`src/rtl/pwrdn_pkg.sv`:
```
package pwrdn_pkg;
   typedef enum logic [1:0] {
      SEQ_RUN   = 2'd0,
      SEQ_ENTER = 2'd1,
      SEQ_PD    = 2'd2,
      SEQ_RECOV = 2'd3
   } seq_state_e;
endpackage

```
`src/rtl/pwrdn_sync.sv`:
```
module pwrdn_sync #(
   parameter int STAGES = 2
) (
   input  logic clk,
   input  logic sys_rst_n,
   input  logic d,
   output logic q
);
   if (STAGES < 0) begin : g_bad_stages
      $error("pwrdn_sync: STAGES must not be negative");
   end

   if (STAGES == 0) begin : g_bypass
      assign q = d;
   end else begin : g_chain
      logic [STAGES-1:0] chain;
      always_ff @(posedge clk or negedge sys_rst_n) begin
         if (!sys_rst_n) chain <= '0;
         else            chain <= {chain[STAGES-2:0], d};
      end
      assign q = chain[STAGES-1];
   end
endmodule

```
`src/rtl/pwrdn_low_filter.sv`:
```
module pwrdn_low_filter #(
   parameter int MIN_LOW = 4
) (
   input  logic clk,
   input  logic sys_rst_n,
   input  logic pin_s,
   output logic hit
);
   if (MIN_LOW < 1) begin : g_bad_min
      $error("pwrdn_low_filter: MIN_LOW must be at least 1");
   end

   if (MIN_LOW == 1) begin : g_direct
      assign hit = !pin_s;
   end else begin : g_count
      localparam int CW = $clog2(MIN_LOW);
      localparam logic [CW-1:0] LAST = CW'(MIN_LOW - 1);
      logic [CW-1:0] low_cnt;

      always_ff @(posedge clk or negedge sys_rst_n) begin
         if (!sys_rst_n)          low_cnt <= '0;
         else if (pin_s)          low_cnt <= '0;
         else if (low_cnt != LAST) low_cnt <= low_cnt + 1'b1;
      end

      assign hit = !pin_s && (low_cnt == LAST);

      assert_hit_after_low_R2: assert property (@(posedge clk) disable iff (!sys_rst_n)
         $rose(hit) |-> $past(!pin_s));
   end
endmodule

```
`src/rtl/pwrdn_entry_timer.sv`:
```
module pwrdn_entry_timer #(
   parameter int IDLE_ENTER = 5,
   parameter int BUSY_ENTER = 600
) (
   input  logic clk,
   input  logic sys_rst_n,
   input  logic start,
   input  logic long_sel,
   output logic expire
);
   localparam int CW = $clog2(BUSY_ENTER + 1);
   localparam logic [CW-1:0] IDLE_LOAD = CW'(IDLE_ENTER - 1);
   localparam logic [CW-1:0] BUSY_LOAD = CW'(BUSY_ENTER - 1);

   if (IDLE_ENTER < 1 || BUSY_ENTER < IDLE_ENTER) begin : g_bad_enter
      $error("pwrdn_entry_timer: need 1 <= IDLE_ENTER <= BUSY_ENTER");
   end

   logic [CW-1:0] cnt;
   logic          running;

   always_ff @(posedge clk or negedge sys_rst_n) begin
      if (!sys_rst_n) begin
         cnt     <= '0;
         running <= 1'b0;
      end else if (start) begin
         cnt     <= long_sel ? BUSY_LOAD : IDLE_LOAD;
         running <= 1'b1;
      end else if (running) begin
         if (cnt == '0) running <= 1'b0;
         else           cnt     <= cnt - 1'b1;
      end
   end

   assign expire = running && (cnt == '0);

   assert_one_entry_R4: assert property (@(posedge clk) disable iff (!sys_rst_n)
      start |-> !running);
endmodule

```
`src/rtl/pwrdn_recovery_timer.sv`:
```
module pwrdn_recovery_timer #(
   parameter int READ_REC  = 20,
   parameter int WRITE_REC = 50
) (
   input  logic clk,
   input  logic sys_rst_n,
   input  logic clear,
   output logic read_ok,
   output logic write_due
);
   localparam int CW = $clog2(WRITE_REC + 1);
   localparam logic [CW-1:0] RD_AT  = CW'(READ_REC);
   localparam logic [CW-1:0] WR_AT  = CW'(WRITE_REC - 1);
   localparam logic [CW-1:0] SAT_AT = CW'(WRITE_REC);

   if (READ_REC < 1 || WRITE_REC <= READ_REC) begin : g_bad_rec
      $error("pwrdn_recovery_timer: need 1 <= READ_REC < WRITE_REC");
   end

   logic [CW-1:0] cnt;

   always_ff @(posedge clk or negedge sys_rst_n) begin
      if (!sys_rst_n)         cnt <= '0;
      else if (clear)         cnt <= '0;
      else if (cnt != SAT_AT) cnt <= cnt + 1'b1;
   end

   assign read_ok   = cnt >= RD_AT;
   assign write_due = cnt >= WR_AT;

   assert_count_forward_R7: assert property (@(posedge clk) disable iff (!sys_rst_n)
      (!clear && $past(!clear)) |-> (cnt >= $past(cnt)));
endmodule

```
`src/rtl/pwrdn_seq.sv`:
```
module pwrdn_seq
   import pwrdn_pkg::*;
#(
   parameter int SYNC_STAGES = 2,
   parameter int MIN_LOW     = 4,
   parameter int IDLE_ENTER  = 5,
   parameter int BUSY_ENTER  = 600,
   parameter int READ_REC    = 20,
   parameter int WRITE_REC   = 50
) (
   input  logic clk,
   input  logic sys_rst_n,
   input  logic pd_pin_n,
   input  logic engine_busy,
   output logic pd_active,
   output logic engine_abort,
   output logic status_clear,
   output logic read_valid,
   output logic write_accept,
   output logic ready_out
);
   seq_state_e state, state_nx;
   logic pin_s, hit, expire, read_ok, write_due, enter_start;

   pwrdn_sync #(.STAGES(SYNC_STAGES)) u_sync (
      .clk(clk), .sys_rst_n(sys_rst_n), .d(pd_pin_n), .q(pin_s));

   pwrdn_low_filter #(.MIN_LOW(MIN_LOW)) u_filter (
      .clk(clk), .sys_rst_n(sys_rst_n), .pin_s(pin_s), .hit(hit));

   assign enter_start = (state == SEQ_RUN) && hit;

   pwrdn_entry_timer #(.IDLE_ENTER(IDLE_ENTER), .BUSY_ENTER(BUSY_ENTER)) u_enter (
      .clk(clk), .sys_rst_n(sys_rst_n), .start(enter_start),
      .long_sel(engine_busy), .expire(expire));

   pwrdn_recovery_timer #(.READ_REC(READ_REC), .WRITE_REC(WRITE_REC)) u_recov (
      .clk(clk), .sys_rst_n(sys_rst_n), .clear(state != SEQ_RECOV),
      .read_ok(read_ok), .write_due(write_due));

   always_comb begin
      state_nx = state;
      unique case (state)
         SEQ_RUN:   if (hit) state_nx = SEQ_ENTER;
         SEQ_ENTER: if (expire) state_nx = SEQ_PD;
         SEQ_PD:    if (pin_s && !engine_busy) state_nx = SEQ_RECOV;
         SEQ_RECOV: begin
            if (!pin_s)         state_nx = SEQ_PD;
            else if (write_due) state_nx = SEQ_RUN;
         end
         default:   state_nx = SEQ_PD;
      endcase
   end

   always_ff @(posedge clk or negedge sys_rst_n) begin
      if (!sys_rst_n) state <= SEQ_PD;
      else            state <= state_nx;
   end

   assign pd_active    = (state == SEQ_PD);
   assign engine_abort = (state == SEQ_ENTER);
   assign status_clear = (state == SEQ_ENTER) || (state == SEQ_PD);
   assign write_accept = (state == SEQ_RUN);
   assign read_valid   = (state == SEQ_RUN) || ((state == SEQ_RECOV) && read_ok);
   assign ready_out    = pd_active ? 1'b1 : !engine_busy;

   assert_drop_needs_low_R3: assert property (@(posedge clk) disable iff (!sys_rst_n)
      $fell(write_accept) |-> $past(!pin_s));
   assert_abort_blocks_access_R3: assert property (@(posedge clk) disable iff (!sys_rst_n)
      engine_abort |-> (!read_valid && !write_accept));
   assert_pd_clears_status_R3: assert property (@(posedge clk) disable iff (!sys_rst_n)
      pd_active |-> status_clear);
   assert_ready_in_pd_R6: assert property (@(posedge clk) disable iff (!sys_rst_n)
      pd_active |-> ready_out);
   assert_write_after_read_R8: assert property (@(posedge clk) disable iff (!sys_rst_n)
      $rose(write_accept) |-> $past(read_valid));
   assert_write_needs_read_R8: assert property (@(posedge clk) disable iff (!sys_rst_n)
      write_accept |-> read_valid);
   assert_pd_entry_cause_R9: assert property (@(posedge clk) disable iff (!sys_rst_n)
      $rose(pd_active) |-> ($past(engine_abort) || $past(!pin_s)));
endmodule

```
`config.mk`:
```
export PLATFORM = sky130hd
export DESIGN_NAME = pwrdn_seq
export DESIGN_NICKNAME = d
export VERILOG_FILES = /design/src/rtl/pwrdn_pkg.sv /design/src/rtl/pwrdn_sync.sv /design/src/rtl/pwrdn_low_filter.sv /design/src/rtl/pwrdn_entry_timer.sv /design/src/rtl/pwrdn_recovery_timer.sv /design/src/rtl/pwrdn_seq.sv
export SDC_FILE = /design/constraint.sdc
export NUM_CORES = 1
export LEC_CHECK = 0
export BUFFER_PORTS_ARGS = -buffer_cell sky130_fd_sc_hd__buf_2
export CORE_ASPECT_RATIO = 0.6
export CORE_MARGIN = 2
export CORE_UTILIZATION = 53
export DETAILED_ROUTE_END_ITERATION = 12
export PLACE_DENSITY = 0.83
export SKIP_CTS_REPAIR_TIMING = 1
export SLEW_MARGIN = 0
export SYNTH_ARGS = -nofsm -noshare
export SYNTH_HDL_FRONTEND = slang
export SYNTH_SLANG_ARGS = --single-unit
```
`constraint.sdc`:
```
create_clock -name clk -period 2.1 [get_ports clk]
set_input_delay 0.105 -clock clk [delete_from_list [all_inputs] [get_ports clk]]
set_output_delay 0.105 -clock clk [all_outputs]
set_load 0.02 [all_outputs]
```
==> results.ini <==
[status]
status = finished, final reports clean

[clocking]
insertion_delay_ps = 270
tritoncts = yes
htree_levels = 1
cts_buffers = 3
cts_buffer_depth = 2
numClockSinks = 23
cts-root-buf = clkbuf_8
path_clk_slew_ps = 80

[final_layout]
drive_above_1_share_pct = 17.7
final_common_cell = dfrtp_1
fin_nets = 163
finish.utilization_pct = 62.9
n_antenna_cell = 0
area_delta_synth_final_pct = 14.4
mostFrequentLayoutCells = dfrtp_1 (22), nor2_1 (12), ha_1 (10), inv_1 (9), buf_2 (9)
fin_cells = 179
stdcell_area_mm2 = 0.00154
fill_cells = 202

[yosys]
synth_cells = 133
synth_flop_cell = dfrtp_1
synth_nets = 148
syn_area_per_cell_um2 = 10.1
async_reset_ff_share_pct = 100
ys_seq_area_share_pct = 42.8
synth_cell_types = 42
ys_warn_count = 0
synth_top_cell_area_share_pct = 40.8
synth_edf_count = 0
synth_top_cell_by_area = dfrtp_1
synth-seq-cells = 23
synthTopCellsByArea = dfrtp_1 (41%), ha_1 (10%), mux2i_1 (3.7%)
syn-cell-area_mm2 = 0.00135

[detailed_routing]
route.vias.total = 1056
initialDrtViolationCount = 60
via_per_inst = 5.90
ant_nets = 0
first_pass_iters = 4
avgRoutedWirePerCell_um = 15.4
wirelength_mm = 2.76
drc = 0

[critical_path]
crit_path_start = u_enter.cnt[0]
crit_fanout = 9
rrSetupSlack_ps = 60
max_stage_delay_ps = 500
endpoint = u_enter.cnt[2]
timing.rr.start = u_enter.cnt[0]
critPathLaunchType = flip-flop
crit_chain = inv_1 -> ha_2 -> or4b_4 -> o31a_4 -> a21oi_2 -> o21ai_0
reg2regPathDepth = 6
path_class = reg2reg
crit_required_ps = 2230
worstSetupEndpointType = flip-flop
reg2reg_to = u_enter.cnt[2]
arrival_ps = 2170
cpMaxStageDelayCell = or4b_4

[global_routing]
overflow = 0
grt_pass1_vias = 1051
grt_max_degree = 24
grt_usage_pct = 20.8
grt_first_pass_wirelength_mm = 4.79
antenna_found_initial = 0

[placement]
portBuffers = 9
post-place-ws_ps = -35.6
gp_congestion = 0.821
placed_area_mm2 = 0.00144
dp_cells = 173
dp_hpwl_mm = 2.01

[timing]
finalWorstSetupSlack_ps = 58.7
post-route-period-util_pct = 97.2
fin_worst_skew_ps = 5.26
timing.slew.headroom_pct = 62.7
hold_viol = 0
max_freq_ghz = 0.490
worst_slew_pin_slew_ps = 555
maxSlewViolCount = 0
finalSetupTns_ps = 0
fin_crit_ps = 2040
setup_viol = 0

[floorplan]
die_h_um = 43.1
die_x_um = 69.1
coreArea_mm2 = 0.00245
fp.dieArea_mm2 = 0.00298
std_cell_rows = 14
start_util_pct = 55.0
io_pins = 10

[power_and_ir_drop]
seqPwrFrac_pct = 38.5
p_switching_mw = 0.855
power.share.combinational_pct = 47.7
powerDensity_mw_per_mm2 = 1300
clkPwrFrac_pct = 13.8
max-vdd-ir-drop_uv = 860
sw_frac_of_total_pct = 42.5
leakagePower_nw = 0.706
power.internal_mw = 1.15

[run]
maxCapViolations = 0

[min_path]
hp-class = in2reg

==> per-layer routing <==
layer	track usage, %	vias to the layer above	share of wire [%]
li1	-	508	-
met1	29.3	509	47
met2	30.8	32	45
met3	5.46	7	5.9
met4	8.24	0	1.9
met5	0	-	0
==> Yosys cell counts (2+ instances only) <==
cell	instances
a21oi_1	7
a31oi_1	2
and2_1	3
and3_1	2
buf_2	2
dfrtp_1	22
ha_1	11
inv_1	9
mux2i_1	5
nand2_1	4
nand2b_1	4
nand3_1	2
nand3b_1	2
nand4_1	3
nor2_1	12
nor2b_1	3
nor3_1	3
nor4b_1	2
o211ai_1	3
o21ai_0	3
or4_1	3
xnor2_1	5
xor2_1	2
==> power by group through the flow <==
stage                     registers, mW  logic [mW]  clock network, mW
after detailed placement          0.764       0.878                  0
after CTS                         0.756       0.884              0.285
after global routing              0.799        1.06              0.302
after floorplan                   0.719       0.705                  0
final                             0.774       0.959              0.277
after global placement            0.754       0.830                  0
==> final cells by class <==
cell class / instances / area (um2) / area share, %
well taps: 32 / 40.0 / 2.60
repair buffers: 13 / 80.1 / 5.19
flip-flops and latches: 23 / 577 / 37.4
clock buffers: 4 / 45.0 / 2.92
multi-input cells: 98 / 767 / 49.7
inverters: 9 / 33.8 / 2.19
==> worst min path at each step <==
stage,start,to,cells after the start,slack [ps]
2_1_floorplan,sys_rst_n,state[0],0,-190
3_3_place_gp,sys_rst_n,u_recov.cnt[2],1,90
3_5_place_dp,sys_rst_n,u_recov.cnt[0],1,100
4_1_cts,sys_rst_n,u_recov.cnt[0],1,-190
5_1_grt,engine_busy,u_enter.cnt[0],3,270
6_report,engine_busy,u_enter.cnt[4],3,240
==> critical path, delay by kind of cell (launching register included) <==
kind,cells,cell delay (ps)
fa+ha+maj,1,220
flops,1,410
compound gates,3,680
simple gates,1,500
buf+inv,1,100
==> per-stage QoR <==
| step | power, mW | hold slack [ps] |
|---|---|---|
| after floorplan | 1.42 | -191 |
| after global placement | 1.58 | 92.7 |
| after detailed placement | 1.64 | 101 |
| after CTS | 1.93 | -192 |
| after global routing | 2.16 | 268 |
| final | 2.01 | 236 |
==> state kept, by name, summed over array words and instances (netlist names) <==
register / count
u_enter.running: 1
u_filter.g_count.low_cnt: 2
u_enter.cnt: 10
state: 2
u_recov.cnt: 6
u_sync.g_chain.chain: 2
==> kinds of logic (layout without fill, tap and decap cells) <==
logic type | Yosys count | count (layout) | synth area share, %
multiplexers | 5 | 5 | 3.71
AO/OA/AOI/OAI | 26 | 26 | 13.6
buffers and inverters | 12 | 26 | 3.52
AND/OR/NAND/NOR | 49 | 49 | 21.6
XOR/XNOR | 7 | 7 | 4.55
flip-flops | 23 | 23 | 42.8
adder cells (fa/ha/maj) | 11 | 11 | 10.2
(Power assumes the default switching activity.)
